<file path="src/rtl/rpcb_pkg.sv">
// Shared constants and types for the remote function-call bridge.
// Assumes a word-addressed register map, word i at byte address BASE + 4*i.
package rpcb_pkg;
    // register offsets on the callee side (word units)
    localparam int unsigned OFS_CTRL = 8;
    localparam int unsigned OFS_STAT = 9;
    localparam int unsigned OFS_RES  = 10;
    localparam int unsigned OFS_W    = 4;   // offset field width in the address

    // status register bit positions
    localparam int unsigned ST_DONE = 0;
    localparam int unsigned ST_BUSY = 1;

    // caller-side sequencer states
    typedef enum logic [2:0] {
        M_IDLE,
        M_PARAM,
        M_CTRL,
        M_POLL,
        M_RESULT
    } mst_state_e;
endpackage

</file>
<file path="src/rtl/rpcb_param_bank.sv">
// Parameter register bank of the callee-side adapter.
// Holds NREG words, each written alone by index; all words are presented
// in parallel and one word is readable by index. Assumes NREG >= 2.
module rpcb_param_bank #(
    parameter int NREG = 8,
    parameter int DW   = 32,
    parameter int IW   = $clog2(NREG)
) (
    input  logic              clk,
    input  logic              rst_n,
    input  logic              wr_en,
    input  logic [IW-1:0]     wr_idx,
    input  logic [DW-1:0]     wr_data,
    input  logic [IW-1:0]     rd_idx,
    output logic [DW-1:0]     rd_data,
    output logic [NREG*DW-1:0] all_q
);
    logic [DW-1:0] regs [NREG];

    for (genvar g = 0; g < NREG; g++) begin : g_word
        // one storage word, written only when addressed
        always_ff @(posedge clk) begin
            if (!rst_n) begin
                regs[g] <= '0;
            end else if (wr_en && (wr_idx == IW'(g))) begin
                regs[g] <= wr_data;
            end
        end
        assign all_q[g*DW +: DW] = regs[g];
    end

    // indexed read port
    assign rd_data = regs[rd_idx];
endmodule

</file>
<file path="src/rtl/rpcb_master.sv">
// Caller-side adapter. Accepts a call from the local requester, stores it,
// writes parameters word by word to the callee registers, writes the control
// register, polls status once per cycle until done, reads the result and
// pulses res_valid. Assumes a single bus initiator and a callee at BASE.
module rpcb_master
    import rpcb_pkg::*;
#(
    parameter int          NREG = 8,
    parameter int          DW   = 32,
    parameter int          AW   = 32,
    parameter int          FIDW = 8,
    parameter int          NCW  = 4,
    parameter logic [AW-1:0] BASE = '0
) (
    input  logic                clk,
    input  logic                rst_n,
    input  logic                call_valid,
    output logic                call_ready,
    input  logic [FIDW-1:0]     call_fid,
    input  logic [NCW-1:0]      call_nparam,
    input  logic [NREG*DW-1:0]  call_params,
    output logic                res_valid,
    output logic [DW-1:0]       res_data,
    output logic                bus_valid,
    output logic                bus_write,
    output logic [AW-1:0]       bus_addr,
    output logic [DW-1:0]       bus_wdata,
    input  logic                bus_ready,
    input  logic [DW-1:0]       bus_rdata
);
    localparam int CW = $clog2(NREG + 1);
    localparam logic [AW-1:0] A_CTRL = BASE + AW'(OFS_CTRL * 4);
    localparam logic [AW-1:0] A_STAT = BASE + AW'(OFS_STAT * 4);
    localparam logic [AW-1:0] A_RES  = BASE + AW'(OFS_RES * 4);

    mst_state_e          state_q;
    logic [CW-1:0]       idx_q;
    logic [CW-1:0]       cnt_q;
    logic [CW-1:0]       n_eff;
    logic [FIDW-1:0]     fid_q;
    logic [NREG*DW-1:0]  par_q;
    logic                res_valid_q;
    logic [DW-1:0]       res_data_q;
    logic                take;

    assign call_ready = (state_q == M_IDLE);
    assign take       = call_valid && call_ready;
    assign res_valid  = res_valid_q;
    assign res_data   = res_data_q;

    // clamp the requested parameter count to the register bank size
    always_comb begin
        if (call_nparam > NCW'(NREG)) n_eff = CW'(NREG);
        else                          n_eff = CW'(call_nparam);
    end

    // drive the bus request for the current step of the sequence
    always_comb begin
        bus_valid = 1'b0;
        bus_write = 1'b0;
        bus_addr  = BASE;
        bus_wdata = '0;
        case (state_q)
            M_PARAM: begin
                bus_valid = 1'b1;
                bus_write = 1'b1;
                bus_addr  = BASE + (AW'(idx_q) << 2);
                bus_wdata = par_q[idx_q*DW +: DW];
            end
            M_CTRL: begin
                bus_valid = 1'b1;
                bus_write = 1'b1;
                bus_addr  = A_CTRL;
                bus_wdata = DW'(fid_q);
            end
            M_POLL: begin
                bus_valid = 1'b1;
                bus_addr  = A_STAT;
            end
            M_RESULT: begin
                bus_valid = 1'b1;
                bus_addr  = A_RES;
            end
            default: ;
        endcase
    end

    // sequencer: call acceptance, parameter stepping, polling, result pulse
    always_ff @(posedge clk) begin
        if (!rst_n) begin
            state_q     <= M_IDLE;
            idx_q       <= '0;
            cnt_q       <= '0;
            res_valid_q <= 1'b0;
        end else begin
            res_valid_q <= 1'b0;
            case (state_q)
                M_IDLE: begin
                    if (take) begin
                        idx_q   <= '0;
                        cnt_q   <= n_eff;
                        state_q <= (n_eff == '0) ? M_CTRL : M_PARAM;
                    end
                end
                M_PARAM: begin
                    if (bus_ready) begin
                        idx_q <= idx_q + 1'b1;
                        if (idx_q == cnt_q - 1'b1) state_q <= M_CTRL;
                    end
                end
                M_CTRL: begin
                    if (bus_ready) state_q <= M_POLL;
                end
                M_POLL: begin
                    if (bus_ready && bus_rdata[ST_DONE]) state_q <= M_RESULT;
                end
                M_RESULT: begin
                    if (bus_ready) begin
                        res_valid_q <= 1'b1;
                        state_q     <= M_IDLE;
                    end
                end
                default: state_q <= M_IDLE;
            endcase
        end
    end

    // call data and result capture (no reset needed on data)
    always_ff @(posedge clk) begin
        if (take) begin
            fid_q <= call_fid;
            par_q <= call_params;
        end
        if (state_q == M_RESULT && bus_ready) res_data_q <= bus_rdata;
    end
endmodule

</file>
<file path="src/rtl/rpcb_slave.sv">
// Callee-side adapter. Decodes the register map at BASE, stores parameter
// words, launches the function unit on a control write when not busy,
// captures the result on fu_done and reports done/busy in status.
// Reading the result register clears done. Accepts every request at once.
module rpcb_slave
    import rpcb_pkg::*;
#(
    parameter int          NREG = 8,
    parameter int          DW   = 32,
    parameter int          AW   = 32,
    parameter int          FIDW = 8,
    parameter logic [AW-1:0] BASE = '0
) (
    input  logic                clk,
    input  logic                rst_n,
    input  logic                bus_valid,
    input  logic                bus_write,
    input  logic [AW-1:0]       bus_addr,
    input  logic [DW-1:0]       bus_wdata,
    output logic                bus_ready,
    output logic [DW-1:0]       bus_rdata,
    output logic                fu_start,
    output logic [FIDW-1:0]     fu_fid,
    output logic [NREG*DW-1:0]  fu_params,
    input  logic                fu_done,
    input  logic [DW-1:0]       fu_result
);
    localparam int IW = $clog2(NREG);
    localparam int LO = OFS_W + 2;

    logic [OFS_W-1:0] ofs;
    logic             hit, acc;
    logic             param_we, ctrl_we, res_rd;
    logic             busy_q, done_q, start_q;
    logic [FIDW-1:0]  fid_q;
    logic [DW-1:0]    result_q;
    logic [DW-1:0]    param_rd;

    // address decode
    assign ofs       = bus_addr[LO-1:2];
    assign hit       = (bus_addr[AW-1:LO] == BASE[AW-1:LO]) && (bus_addr[1:0] == 2'b00);
    assign bus_ready = 1'b1;
    assign acc       = bus_valid && bus_ready && hit;
    assign param_we  = acc && bus_write && (ofs < OFS_W'(NREG));
    assign ctrl_we   = acc && bus_write && (ofs == OFS_W'(OFS_CTRL));
    assign res_rd    = acc && !bus_write && (ofs == OFS_W'(OFS_RES));

    rpcb_param_bank #(
        .NREG (NREG),
        .DW   (DW),
        .IW   (IW)
    ) u_bank (
        .clk     (clk),
        .rst_n   (rst_n),
        .wr_en   (param_we),
        .wr_idx  (ofs[IW-1:0]),
        .wr_data (bus_wdata),
        .rd_idx  (ofs[IW-1:0]),
        .rd_data (param_rd),
        .all_q   (fu_params)
    );

    // call control: launch, completion capture, done clear on result read
    always_ff @(posedge clk) begin
        if (!rst_n) begin
            busy_q   <= 1'b0;
            done_q   <= 1'b0;
            start_q  <= 1'b0;
            fid_q    <= '0;
            result_q <= '0;
        end else begin
            start_q <= 1'b0;
            if (ctrl_we && !busy_q) begin
                fid_q   <= bus_wdata[FIDW-1:0];
                busy_q  <= 1'b1;
                done_q  <= 1'b0;
                start_q <= 1'b1;
            end else if (busy_q && fu_done) begin
                result_q <= fu_result;
                busy_q   <= 1'b0;
                done_q   <= 1'b1;
            end
            if (res_rd) done_q <= 1'b0;
        end
    end

    // register read mux
    always_comb begin
        bus_rdata = '0;
        if (ofs < OFS_W'(NREG)) begin
            bus_rdata = param_rd;
        end else if (ofs == OFS_W'(OFS_CTRL)) begin
            bus_rdata = DW'(fid_q);
        end else if (ofs == OFS_W'(OFS_STAT)) begin
            bus_rdata[ST_DONE] = done_q;
            bus_rdata[ST_BUSY] = busy_q;
        end else if (ofs == OFS_W'(OFS_RES)) begin
            bus_rdata = result_q;
        end
    end

    assign fu_start = start_q;
    assign fu_fid   = fid_q;
endmodule

</file>
<file path="src/rtl/rpc_bridge.sv">
// Top of the remote function-call bridge: caller-side adapter and callee-side
// adapter joined by a single-initiator bus with a one-cycle valid/ready
// handshake. Assumes BASE is aligned to 64 bytes and NREG <= 8.
module rpc_bridge #(
    parameter int          NREG = 8,
    parameter int          DW   = 32,
    parameter int          AW   = 32,
    parameter int          FIDW = 8,
    parameter int          NCW  = 4,
    parameter logic [AW-1:0] BASE = 32'h0000_4000
) (
    input  logic                clk,
    input  logic                rst_n,
    input  logic                call_valid,
    output logic                call_ready,
    input  logic [FIDW-1:0]     call_fid,
    input  logic [NCW-1:0]      call_nparam,
    input  logic [NREG*DW-1:0]  call_params,
    output logic                res_valid,
    output logic [DW-1:0]       res_data,
    output logic                fu_start,
    output logic [FIDW-1:0]     fu_fid,
    output logic [NREG*DW-1:0]  fu_params,
    input  logic                fu_done,
    input  logic [DW-1:0]       fu_result
);
    logic          bus_valid;
    logic          bus_write;
    logic [AW-1:0] bus_addr;
    logic [DW-1:0] bus_wdata;
    logic          bus_ready;
    logic [DW-1:0] bus_rdata;

    rpcb_master #(
        .NREG (NREG), .DW (DW), .AW (AW), .FIDW (FIDW), .NCW (NCW), .BASE (BASE)
    ) u_master (
        .clk         (clk),
        .rst_n       (rst_n),
        .call_valid  (call_valid),
        .call_ready  (call_ready),
        .call_fid    (call_fid),
        .call_nparam (call_nparam),
        .call_params (call_params),
        .res_valid   (res_valid),
        .res_data    (res_data),
        .bus_valid   (bus_valid),
        .bus_write   (bus_write),
        .bus_addr    (bus_addr),
        .bus_wdata   (bus_wdata),
        .bus_ready   (bus_ready),
        .bus_rdata   (bus_rdata)
    );

    rpcb_slave #(
        .NREG (NREG), .DW (DW), .AW (AW), .FIDW (FIDW), .BASE (BASE)
    ) u_slave (
        .clk       (clk),
        .rst_n     (rst_n),
        .bus_valid (bus_valid),
        .bus_write (bus_write),
        .bus_addr  (bus_addr),
        .bus_wdata (bus_wdata),
        .bus_ready (bus_ready),
        .bus_rdata (bus_rdata),
        .fu_start  (fu_start),
        .fu_fid    (fu_fid),
        .fu_params (fu_params),
        .fu_done   (fu_done),
        .fu_result (fu_result)
    );
endmodule

</file>
<file path="config.mk">
export PLATFORM = sky130hd
export DESIGN_NAME = rpc_bridge
export DESIGN_NICKNAME = d
export VERILOG_FILES = /design/src/rtl/rpcb_pkg.sv /design/src/rtl/rpcb_param_bank.sv /design/src/rtl/rpcb_master.sv /design/src/rtl/rpcb_slave.sv /design/src/rtl/rpc_bridge.sv
export SDC_FILE = /design/constraint.sdc
export NUM_CORES = 1
export LEC_CHECK = 0
export ABC_CLOCK_PERIOD_IN_PS = 15400
export BUFFER_PORTS_ARGS = -buffer_cell sky130_fd_sc_hd__buf_2
export CORE_MARGIN = 2
export CORE_UTILIZATION = 40
export CTS_CLUSTER_SIZE = 14
export DETAILED_ROUTE_END_ITERATION = 10
export HOLD_SLACK_MARGIN = 0.02
export PLACE_DENSITY = 0.6
export REMOVE_ABC_BUFFERS = 1
export SLEW_MARGIN = 20
export SYNTH_ARGS = -nofsm -noshare
export SYNTH_HDL_FRONTEND = slang
export SYNTH_SLANG_ARGS = --single-unit
</file>
<file path="constraint.sdc">
create_clock -name clk -period 15.4 [get_ports clk]
set_clock_uncertainty 0.05 [all_clocks]
set_input_delay 1.54 -clock clk [delete_from_list [all_inputs] [get_ports clk]]
set_output_delay 1.54 -clock clk [all_outputs]
set_load 0.02 [all_outputs]
</file>
==> run summary <==
The tree built by TritonCTS fans out to 607 sinks. The total setup buffers inserted after CTS was 0; the fraction of the mapped netlist area in compound gates was 0.09957. Once detail routing completed, the nets flagged for antenna violations numbered 0. For this run the aggregate overflow at the end of global routing stands at 0. The mapped cell area is 24260 um^2, and the total chip power is 3871 uW.

For this block, the routed nets add up to 81.53 mm of wire. Each instance of the synthesized netlist takes up on average 15.57 um^2. The cell with the most instances on the worst path is buf_4. The count of routing violations after the opening detailed-route iteration came out at 1838.

The total clock buffers created by CTS is 69, and the proportion of layout cells with a drive suffix above 1 is 0.3865. The later pin in the worst-skew pair is clocked with a latency of 0.61 ns. The number of nets in the layout came out at 2434. The die width is 250.3 um. The number of cells in the finished layout apart from fillers was 2967.

In this run the worst path has a maximum fanout of 136. At the pin with the least slew margin, the transition time is 1.181 ns. Largest net degree at the start of global routing: 137. The clock-pin slew on the worst setup and hold paths was 0.05 ns; the number of ports placed on the die boundary was 603. The core region is 60130 um^2. The maximum count of clock buffers along a single path came out at 3. The tools report the worst hold margin as 0.4215 ns.

The overall global routing resource usage was 0.2561; the number of distinct library cells after synthesis was 57. The standard cell with the maximum stage delay on the critical path is buf_4. After technology mapping, the gate count stands at 1558. The multiplexer share of the synthesized area was 0.06028; the shortest clock period the worst path allows after layout was 4.227 ns. In this run, synthesis inferred 552 flip-flops with an integrated enable.

The proportion of register bits with asynchronous set or reset after synthesis was 0. Setup repair after global routing left no endpoint under its margin. The leakage power of the design was 0.01126 uW. Ranked by total cell area, the synthesized netlist is headed by edfxtp_1 68%, mux4_2 5.9%, dfxtp_1 4.5%. For the remaining max-slew budget at the tightest pin, the log shows 0.2124. Dividing the detail-routed via count by the number of cells gives 5.597. The critical path is of the in -> reg type.

The vertical die dimension is 250.3 um. The number of antenna violations at the first check in global routing came out at 8. The count of input and output buffers works out to 602. After floorplanning, the core was divided into 90 placement rows.

TritonCTS built the clock tree. STA classifies the critical path startpoint as a primary input. The area of the die was 62650 um^2; the detailed-router iteration count before antenna repair was 5. In the final routed layout, each cell accounts on average for 27.48 um. The number of H-tree levels was 3; the worst path arrival time was 4.39 ns. For the peak ir drop on the vdd network, the log shows 0.09338 mV. The share of the clock period used by the worst path after layout was 0.2745.

Achievable frequency: 236.6 MHz. The run gives 0.7285 as the register area share after synthesis. After detailed routing, the number of remaining DRC violations is 0. The adder-cell area share of the yosys netlist was 0.001031. The max-cap violation count was 0; the number of cells in the design after placement was 2838.

Power density of the placed cells: 128.5 nW/um^2. CTS placed an instance of clkbuf_16 at the clock tree root. Final core utilization: 0.5010. The signal on the critical path passes through buf_2, nand3b_1, inv_8, buf_4, buf_4.

Number of global-route vias before repair: 16450. After synthesis, the largest family of logic cells by area is compound AO/OA/AOI/OAI gates. Post-synthesis simple-gate area fraction: 0.08116. The tools report the aggregate negative setup slack as 0 ns. The cell type contributing the most total cell area after synthesis was edfxtp_1. For the starting density of the core, the log shows 0.4035. The share of Yosys cell area claimed by the top area cell type is 0.6831, and the total count of max-transition violations in the final report is 0.

During synthesis, Yosys emitted a total of 0 warnings. On the worst path, the slowest cell contributes a delay of 0.86 ns. The first global-routing pass estimated 116.0 mm of wire. The most common flop cell mapped by yosys was edfxtp_1. The HPWL after detailed placement is 53.83 mm.

The number of hold buffers added after CTS was 0. The run finished with clean final reports. At the end of routability-driven placement, the weighted congestion stood at 0.8457. Area added between synthesis and finish: 24.16%.

The worst setup path is captured at a flip-flop. The final-report hold violation count was 0; the synthesis-stage register bit count was 607. The tools report the total number of vias as 16610. The data required time of the worst path was 15.56 ns. Once the clock tree was built, the resizer swapped 0 gates to a different size. Setup violations remaining at the end of the flow were counted as 0. The synthesized-area fraction occupied by xor and xnor cells is 0.002166.

The min-delay analysis places its worst path in the category reg -> reg.
[critical path: cells and delay by family]
kind | cells | cell delay (ns)
AND/OR/NAND/NOR | 1 | 0.26
buffers and inverters | 4 | 2.43
[per-layer routing]
| layer | track usage | vias up | wire length, um |
|---|---|---|---|
| met2 | 0.4322 | 907 | 40690 |
| met3 | 0.07648 | 139 | 8107 |
| li1 | - | 7177 | - |
| met1 | 0.3192 | 8376 | 30480 |
| met4 | 0.07494 | 8 | 2186 |
| met5 | 0 | - | 53 |
[power by group]
group,switching [uW],total (uW),internal [uW]
combinational,197,306,108
sequential,39.4,1930,1890
clock,658,1640,978
total,895,3870,2980
[registers in the layout, summed over array words and instances, names as in the netlist]
register             count
u_master.cnt_q           4
u_slave.result_q        32
u_slave.done_q           1
u_slave.fu_start         1
u_master.par_q         256
u_master.idx_q           4
u_slave.fu_fid           8
u_master.res_data       32
u_slave.u_bank.regs    256
u_master.res_valid       1
u_master.fid_q           8
u_master.state_q         3
u_slave.busy_q           1
[synth_stat cells (all sizes together), types with 4 or more instances]
| library cell | n |
|---|---|
| a22oi | 92 |
| a221oi | 63 |
| a32o | 38 |
| nor2b | 7 |
| nand3b | 5 |
| nor3 | 5 |
| a22o | 6 |
| xnor2 | 4 |
| buf | 67 |
| and2 | 6 |
| dfxtp | 55 |
| o21ai | 5 |
| o211a | 9 |
| nand2 | 161 |
| edfxtp | 552 |
| a21boi | 36 |
| inv | 7 |
| a21oi | 14 |
| mux4 | 64 |
| clkbuf | 52 |
| nand3 | 12 |
| nor2 | 262 |
| o21a | 4 |
[stage by stage]
stage / setup WS (ns) / area [um^2]
2_1_floorplan: 7.905 / 23630
3_3_place_gp: 10.70 / 27840
3_5_place_dp: 10.56 / 27840
4_1_cts: 11.20 / 30080
5_1_grt: 11.00 / 30120
6_report: 11.17 / 30130
[cell type report]
class / count / area [um^2]
well taps: 782 / 978.4
fillers: 5219 / 30010
flip-flops and latches: 607 / 17680
inverters: 7 / 33.78
multi-input cells: 825 / 6033
clock buffers: 94 / 1924
repair buffers: 618 / 3148
clock inverters: 30 / 315.3
diodes: 4 / 10.01
[layout by cell type (no fill, tap or decap), types with 18 or more instances in the layout]
cell type    n
a221oi_1    63
buf_2      601
nand2_1    152
nor2_1     261
a22oi_1     68
a32o_1      38
a21boi_0    36
dfxtp_1     53
clkbuf_1    18
a22oi_2     24
edfxtp_1   552
clkbuf_16   72
mux4_2      64
[logic make-up (layout without fill, tap and decap cells)]
logic type | after synthesis | count (layout)
AND/OR/NAND/NOR | 474 | 474
multiplexers | 66 | 66
flip-flops | 607 | 607
other | 0 | 4
adder cells (fa/ha/maj) | 2 | 2
buffers and inverters | 126 | 749
XOR/XNOR | 6 | 6
AO/OA/AOI/OAI | 277 | 277
[final timing paths]
kind / slack, ns / from / depth (start not counted) / end
worst max-delay path: 11.17 / call_valid / 5 / u_master.par_q[250]
worst min-delay path: 0.42 / u_slave.result_q[29] / 2 / u_slave.result_q[29]
worst max register to register: 11.26 / u_master.state_q[0] / 4 / u_slave.u_bank.regs[3][8]
worst min register to register: 0.42 / u_slave.result_q[29] / 2 / u_slave.result_q[29]
(Power assumes the default switching activity.)
